[src/rtl/ucs_pkg.sv]
package ucs_pkg;
  // Key bytes C5,3A,A3,5C twice; byte 0 in the low bits, consumed LSB first.
  localparam logic [63:0] UCS_KEY = 64'h5CA3_3AC5_5CA3_3AC5;

  typedef enum logic {ST_HUNT = 1'b0, ST_XFER = 1'b1} ucs_state_e;
endpackage

[src/rtl/ucs_cycle_detect.sv]
module ucs_cycle_detect (
  input  logic clk,
  input  logic rst,
  input  logic ce,
  input  logic oe,
  input  logic we,
  output logic rd_evt,
  output logic wr_evt
);
  logic rd_lvl, wr_lvl;
  logic rd_prev, wr_prev;

  assign rd_lvl = ce & oe;
  assign wr_lvl = ce & we & ~oe;
  assign rd_evt = rd_lvl & ~rd_prev;
  assign wr_evt = wr_lvl & ~wr_prev;

  always_ff @(posedge clk) begin
    if (rst) begin
      rd_prev <= 1'b0;
      wr_prev <= 1'b0;
    end else begin
      rd_prev <= rd_lvl;
      wr_prev <= wr_lvl;
    end
  end
endmodule

[src/rtl/ucs_key_matcher.sv]
module ucs_key_matcher #(
  parameter int unsigned KEY_W = 64,
  parameter logic [KEY_W-1:0] KEY = ucs_pkg::UCS_KEY,
  localparam int unsigned PTR_W = $clog2(KEY_W)
) (
  input  logic             clk,
  input  logic             rst,
  input  logic             hunt,
  input  logic             rd_evt,
  input  logic             wr_evt,
  input  logic             din,
  input  logic             abort,
  input  logic             disarm,
  output logic             unlock,
  output logic             armed,
  output logic [PTR_W-1:0] ptr,
  output logic             key_bit
);
  logic last, hit;

  assign key_bit = KEY[ptr];
  assign last    = (ptr == PTR_W'(KEY_W - 1));
  assign hit     = hunt && armed && wr_evt && !abort && (din == key_bit);
  assign unlock  = hit && last;

  always_ff @(posedge clk) begin
    if (rst) begin
      ptr   <= '0;
      armed <= 1'b0;
    end else if (abort || disarm) begin
      ptr   <= '0;
      armed <= 1'b0;
    end else if (hunt) begin
      if (rd_evt) begin
        ptr   <= '0;
        armed <= 1'b1;
      end else if (wr_evt && armed) begin
        if (hit) begin
          if (last) begin
            ptr   <= '0;
            armed <= 1'b0;
          end else begin
            ptr <= ptr + 1'b1;
          end
        end else begin
          armed <= 1'b0;
        end
      end
    end
  end
endmodule

[src/rtl/ucs_xfer_engine.sv]
module ucs_xfer_engine #(
  parameter int unsigned NREG = 8,
  parameter int unsigned RW   = 8,
  localparam int unsigned XB    = NREG * RW,
  localparam int unsigned CNT_W = $clog2(XB),
  localparam int unsigned BIT_W = $clog2(RW),
  localparam int unsigned IDX_W = $clog2(NREG)
) (
  input  logic             clk,
  input  logic             rst,
  input  logic             active,
  input  logic             start,
  input  logic             abort,
  input  logic             rd_evt,
  input  logic             wr_evt,
  input  logic             din,
  input  logic [XB-1:0]    reg_in,
  output logic             dout,
  output logic             load_valid,
  output logic [IDX_W-1:0] load_idx,
  output logic [RW-1:0]    load_data,
  output logic             done
);
  logic [XB-1:0]    snap_q;
  logic [CNT_W-1:0] cnt_q;
  logic [RW-1:0]    wbyte_q;
  logic             allw_q;
  logic             step, allw_in;
  logic [BIT_W-1:0] pos;
  logic [RW-1:0]    byte_next;

  assign step      = active && (rd_evt || wr_evt) && !abort;
  assign pos       = cnt_q[BIT_W-1:0];
  assign allw_in   = (pos == '0) ? 1'b1 : allw_q;
  assign byte_next = {din, wbyte_q[RW-1:1]};
  assign done      = step && (cnt_q == CNT_W'(XB - 1));

  always_ff @(posedge clk) begin
    if (rst) begin
      snap_q     <= '0;
      cnt_q      <= '0;
      wbyte_q    <= '0;
      allw_q     <= 1'b1;
      dout       <= 1'b0;
      load_valid <= 1'b0;
      load_idx   <= '0;
      load_data  <= '0;
    end else begin
      load_valid <= 1'b0;
      if (start) begin
        snap_q <= reg_in;
        cnt_q  <= '0;
        allw_q <= 1'b1;
      end else if (abort) begin
        cnt_q  <= '0;
        allw_q <= 1'b1;
      end else if (step) begin
        cnt_q  <= done ? '0 : cnt_q + 1'b1;
        snap_q <= {1'b0, snap_q[XB-1:1]};
        allw_q <= allw_in & ~rd_evt;
        if (rd_evt) begin
          dout <= snap_q[0];
        end else begin
          wbyte_q <= byte_next;
          if (pos == BIT_W'(RW - 1) && allw_in) begin
            load_valid <= 1'b1;
            load_idx   <= cnt_q[CNT_W-1:BIT_W];
            load_data  <= byte_next;
          end
        end
      end
    end
  end
endmodule

[src/rtl/ucs_top.sv]
module ucs_top #(
  parameter int unsigned KEY_W = 64,
  parameter logic [KEY_W-1:0] KEY = ucs_pkg::UCS_KEY,
  parameter int unsigned NREG = 8,
  parameter int unsigned RW   = 8,
  localparam int unsigned XB    = NREG * RW,
  localparam int unsigned IDX_W = $clog2(NREG),
  localparam int unsigned PTR_W = $clog2(KEY_W)
) (
  input  logic             clk,
  input  logic             rst,
  input  logic             bus_ce,
  input  logic             bus_oe,
  input  logic             bus_we,
  input  logic             bus_din,
  input  logic             rst_pin_n,
  input  logic             rst_en,
  input  logic [XB-1:0]    clk_regs,
  output logic             bus_dout,
  output logic             bus_own,
  output logic             load_valid,
  output logic [IDX_W-1:0] load_idx,
  output logic [RW-1:0]    load_data
);
  import ucs_pkg::*;

  ucs_state_e       state_q;
  logic             rd_evt, wr_evt;
  logic             abort, unlock, done, armed, key_bit;
  logic [PTR_W-1:0] ptr;

  assign abort   = !rst_pin_n && !rst_en;
  assign bus_own = (state_q == ST_XFER);

  ucs_cycle_detect u_detect (
    .clk    (clk),
    .rst    (rst),
    .ce     (bus_ce),
    .oe     (bus_oe),
    .we     (bus_we),
    .rd_evt (rd_evt),
    .wr_evt (wr_evt)
  );

  ucs_key_matcher #(.KEY_W(KEY_W), .KEY(KEY)) u_match (
    .clk     (clk),
    .rst     (rst),
    .hunt    (state_q == ST_HUNT),
    .rd_evt  (rd_evt),
    .wr_evt  (wr_evt),
    .din     (bus_din),
    .abort   (abort),
    .disarm  (done),
    .unlock  (unlock),
    .armed   (armed),
    .ptr     (ptr),
    .key_bit (key_bit)
  );

  ucs_xfer_engine #(.NREG(NREG), .RW(RW)) u_xfer (
    .clk        (clk),
    .rst        (rst),
    .active     (state_q == ST_XFER),
    .start      (unlock),
    .abort      (abort),
    .rd_evt     (rd_evt),
    .wr_evt     (wr_evt),
    .din        (bus_din),
    .reg_in     (clk_regs),
    .dout       (bus_dout),
    .load_valid (load_valid),
    .load_idx   (load_idx),
    .load_data  (load_data),
    .done       (done)
  );

  always_ff @(posedge clk) begin
    if (rst) begin
      state_q <= ST_HUNT;
    end else if (abort || done) begin
      state_q <= ST_HUNT;
    end else if (unlock) begin
      state_q <= ST_XFER;
    end
  end
endmodule

[config.mk]
export PLATFORM = sky130hd
export DESIGN_NAME = ucs_top
export DESIGN_NICKNAME = d
export VERILOG_FILES = /design/src/rtl/ucs_pkg.sv /design/src/rtl/ucs_cycle_detect.sv /design/src/rtl/ucs_key_matcher.sv /design/src/rtl/ucs_xfer_engine.sv /design/src/rtl/ucs_top.sv
export SDC_FILE = /design/constraint.sdc
export NUM_CORES = 1
export LEC_CHECK = 0
export BUFFER_PORTS_ARGS = -buffer_cell sky130_fd_sc_hd__clkbuf_2
export CORE_AREA = 2 2 124 126
export DETAILED_ROUTE_END_ITERATION = 10
export DIE_AREA = 0 0 126 128
export GPL_TIMING_DRIVEN = 0
export PLACE_DENSITY = 0.54
export SETUP_SLACK_MARGIN = 0.05
export SLEW_MARGIN = 0
export SYNTH_ARGS = -nofsm -noshare
export SYNTH_HDL_FRONTEND = slang
export SYNTH_SLANG_ARGS = --single-unit
[constraint.sdc]
create_clock -name clk -period 1.8 [get_ports clk]
set_input_delay 0.45 -clock clk [delete_from_list [all_inputs] [get_ports clk]]
set_output_delay 0.45 -clock clk [all_outputs]
set_load 0.005 [all_outputs]
==> impl_metrics.py <==
metrics = {
    "cts": {
        "cts_buffer_depth": 2,
        "clkSinkCount": 102,
        "cts_tree": "done",
        "clk_latency_ns": 0.35,
        "cts_max_level": 3,
        "cts-buffers-inserted": 9,
        "clkTransAtPathRegs_ns": 0.06,
        "cts_root_buf": "clkbuf_16",
    },
    "detailed_routing": {
        "vias": 4225,
        "antenna_left": 0,
        "firstDrtPassIters": 4,
        "drc": 0,
        "avgViaCountPerCell": 5.066,
        "routed_wl_mm": 13.00,
        "post_drt_wl_per_cell_um": 15.59,
        "drtIter0Drc": 270,
    },
    "logic_synthesis": {
        "synth_warnings": 0,
        "postSynthCellCount": 513,
        "synthFlopType": "dfxtp_1",
        "synth-seq-cells": 102,
        "syn_area_per_cell_um2": 8.451,
        "ys_types": 51,
        "synth_area_mm2": 0.004335,
        "synth-edff-count": 0,
        "yosysSeqAreaShare_pct": 47.10,
        "synthArstFlopShare_pct": 0,
        "syn-num-nets": 589,
    },
    "sta": {
        "tightest_slew_ns": 0.6895,
        "period_share_pct": 107.7,
        "slew_violations": 0,
        "rsz0062_at_grt": "true",
        "clock_skew_ns": 0.007620,
        "hold-worst-slack_ns": 0.3137,
        "setup_viol": 35,
        "setup_slack_ns": -0.1379,
        "setup_tns_ns": -0.6842,
        "clock.fmax_mhz": 516.0,
        "relSlewSlack_pct": 54.03,
        "period_needed_ns": 1.938,
        "hold_violations": 0,
    },
    "worst_setup_path": {
        "max_stage_delay_ns": 0.36,
        "cp_slowest_cell": "a222oi_1",
        "start_kind": "flop",
        "crit_type": "flop to flop",
        "required_ns": 2.04,
        "worstPathArrival_ns": 2.18,
        "crit_fanout": 6,
        "cp-end-kind": "flop",
        "worstPathCellList": "and3b_2, and4b_1, buf_6, and2_4, o22ai_4, a222oi_1, o2bb2ai_1, xnor2_1",
    },
    "die": {
        "initial_utilization_pct": 29.17,
        "num_rows": 45,
        "fp.dieW_um": 126,
        "die-area_mm2": 0.01613,
        "core_mm2": 0.01486,
        "io_pins": 86,
        "die_y_um": 128,
    },
    "status": {
        "violations": "setup timing",
        "status": "complete, but fails checks",
    },
    "placed_design": {
        "place_area_mm2": 0.005026,
        "io_buffer_count": 84,
        "placedCellCount": 785,
        "place_hpwl_mm": 8.138,
        "place.gp.congestion": 0.7915,
    },
    "grt": {
        "grt_pass1_vias": 4066,
        "grt_pass1_wl_mm": 19.58,
        "grt_usage_pct": 14.98,
        "grt.overflow.total": 0,
        "grt_max_degree": 16,
        "antenna_found_initial": 0,
    },
    "final_layout": {
        "final_area_mm2": 0.006446,
        "area_growth_pct": 48.69,
        "fin_cells": 834,
        "nets": 718,
        "insertedDiodeCount": 0,
        "drive_gt1_share_pct": 40.40,
    },
    "pwr": {
        "ir_worst_vdd_mv": 0.4722,
        "leakagePower_nw": 2.391,
        "p_per_area_mw_per_mm2": 711.2,
    },
    "run": {
        "max_cap_violations": 0,
    },
    "worst_hold_path": {
        "hp-class": "input pin to flop",
    },
}
## metrics by stage
step                setup slack (ns)  utilization (%)  power [mW]
global placement             -0.4515            33.81       2.486
CTS                          -0.1247            39.28       4.631
detailed placement           -0.5162            33.81       2.488
global route                 -0.1537            43.37       4.739
finish                       -0.1379            43.37       4.584
floorplan                   -0.03604                -       2.376
## placed cells by master, fill, tap and decap left out, types with 3 or more instances in the layout
cell type | netlist | final
buf_2 | 14 | 3
a21oi_2 | 2 | 7
nor3_2 | 1 | 3
buf_12 | 0 | 6
clkbuf_1 | 17 | 10
o21ai_1 | 1 | 3
nor2b_1 | 5 | 4
a21oi_1 | 51 | 45
dfxtp_2 | 0 | 5
nor3_1 | 6 | 4
clkbuf_2 | 0 | 83
nor2_2 | 3 | 4
a311oi_2 | 0 | 18
xnor2_1 | 4 | 3
nand2_1 | 120 | 109
nor2_1 | 54 | 49
nand2_2 | 0 | 5
dfxtp_1 | 102 | 95
clkbuf_4 | 0 | 3
buf_8 | 0 | 8
nand2_4 | 1 | 6
a22oi_1 | 35 | 9
a22oi_2 | 0 | 26
clkbuf_16 | 0 | 16
xor2_1 | 3 | 3
buf_4 | 5 | 20
a311oi_1 | 28 | 10
nor2_4 | 2 | 6
buf_6 | 1 | 15
mux2i_1 | 11 | 11
nand4_1 | 3 | 3
## worst max-delay path, delay by kind of cell, from the launching register on
kind | cells | cell delay (ns)
compound gates | 3 | 0.57
xor+xnor | 1 | 0.14
buf+inv | 1 | 0.13
flops | 1 | 0.34
simple gates | 3 | 0.66
## cells by family (layout without fill, tap and decap cells)
group,Yosys count,count (layout),share of synthesized area (%)
buffers and inverters,40,173,4.473
AO/OA/AOI/OAI,135,135,21.36
adder cells (fa/ha/maj),4,4,1.154
XOR/XNOR,7,7,1.414
AND/OR/NAND/NOR,214,214,21.96
flip-flops,102,102,47.10
multiplexers,11,11,2.540
## flip-flops by register name (all words and copies together) (netlist names)
| name | count |
|---|---|
| bus_own | 1 |
| u_detect.rd_prev | 1 |
| u_detect.wr_prev | 1 |
| u_match.armed | 1 |
| u_match.key_bit | 1 |
| u_match.ptr | 6 |
| u_xfer.allw_q | 1 |
| u_xfer.cnt_q | 6 |
| u_xfer.dout | 1 |
| u_xfer.load_data | 8 |
| u_xfer.load_idx | 3 |
| u_xfer.load_valid | 1 |
| u_xfer.snap_q | 64 |
| u_xfer.wbyte_q | 7 |
## power by group
group	switching (mW)	leakage, nW	internal, mW
Combinational	0.121	1.41	0.0870
Sequential	0.00193	0.826	2.26
Clock	0.832	0.155	1.29
## synth_stat cells (2+ instances only)
cell type,number,share of area [%]
nand3_1,2,0.23
dfxtp_1,102,47
nor2_4,2,0.52
xor2_1,3,0.61
buf_2,14,1.6
ha_1,4,1.2
a22oi_1,35,6.1
nand3b_1,2,0.35
o31ai_1,2,0.35
and3_1,4,0.58
or3_1,2,0.29
mux2i_1,11,2.5
buf_4,5,0.87
nand4_1,3,0.43
xnor2_1,4,0.81
nor3_1,6,0.69
nor2b_1,5,0.72
a21oi_2,2,0.40
inv_1,2,0.17
nor2_2,3,0.43
nand2_1,120,10
o21ai_0,4,0.46
nor2_1,54,4.7
a21oi_1,51,5.9
clkbuf_1,17,1.5
o21bai_1,2,0.35
a311oi_1,28,5.7
## layer usage
metal	vias to the layer above	share of wire, %	global-route usage, %	wire length, um
met5	-	0	0	0
met4	0	2.0	5.753	263
met2	103	48	24.57	6273
met1	2036	46	19.07	5929
met3	21	4.1	3.673	537
li1	2065	-	-	-
## timing repair
action                                 CTS  global route
cloned                                   3             9
pin swaps                               23            28
setup endpoints to repair               90            93
endpoints found under the hold margin    0             0
hold buffers                             0             0
setup buffers                           17             6
resized for setup                       83           100
## path summary, 6_finish.rpt
path	from	end	slack [ns]	depth (start not counted)
worst max-delay path	bus_own$_SDFFE_PP0N_	u_match.key_bit$_DFF_P_	-0.14	8
worst min-delay path	bus_we	u_detect.wr_prev$_SDFF_PP0_	0.31	3
worst max register to register	bus_own$_SDFFE_PP0N_	u_match.key_bit$_DFF_P_	-0.14	8
worst min register to register	u_xfer.snap_q[20]$_SDFFE_PP0P_	u_xfer.snap_q[20]$_SDFFE_PP0P_	0.46	2
## layout make-up
| cell class | count | area, um2 |
|---|---|---|
| Tap cell | 188 | 235.2 |
| Clock inverter | 3 | 67.56 |
| Sequential cell | 102 | 2056 |
| Timing Repair Buffer | 118 | 869.6 |
| Inverter | 2 | 7.507 |
| Multi-Input combinational cell | 371 | 2571 |
| Fill cell | 1502 | 8418 |
| Clock buffer | 12 | 256.5 |
| Buffer | 38 | 382.9 |
Note: power is estimated with default switching activity, not from simulation.
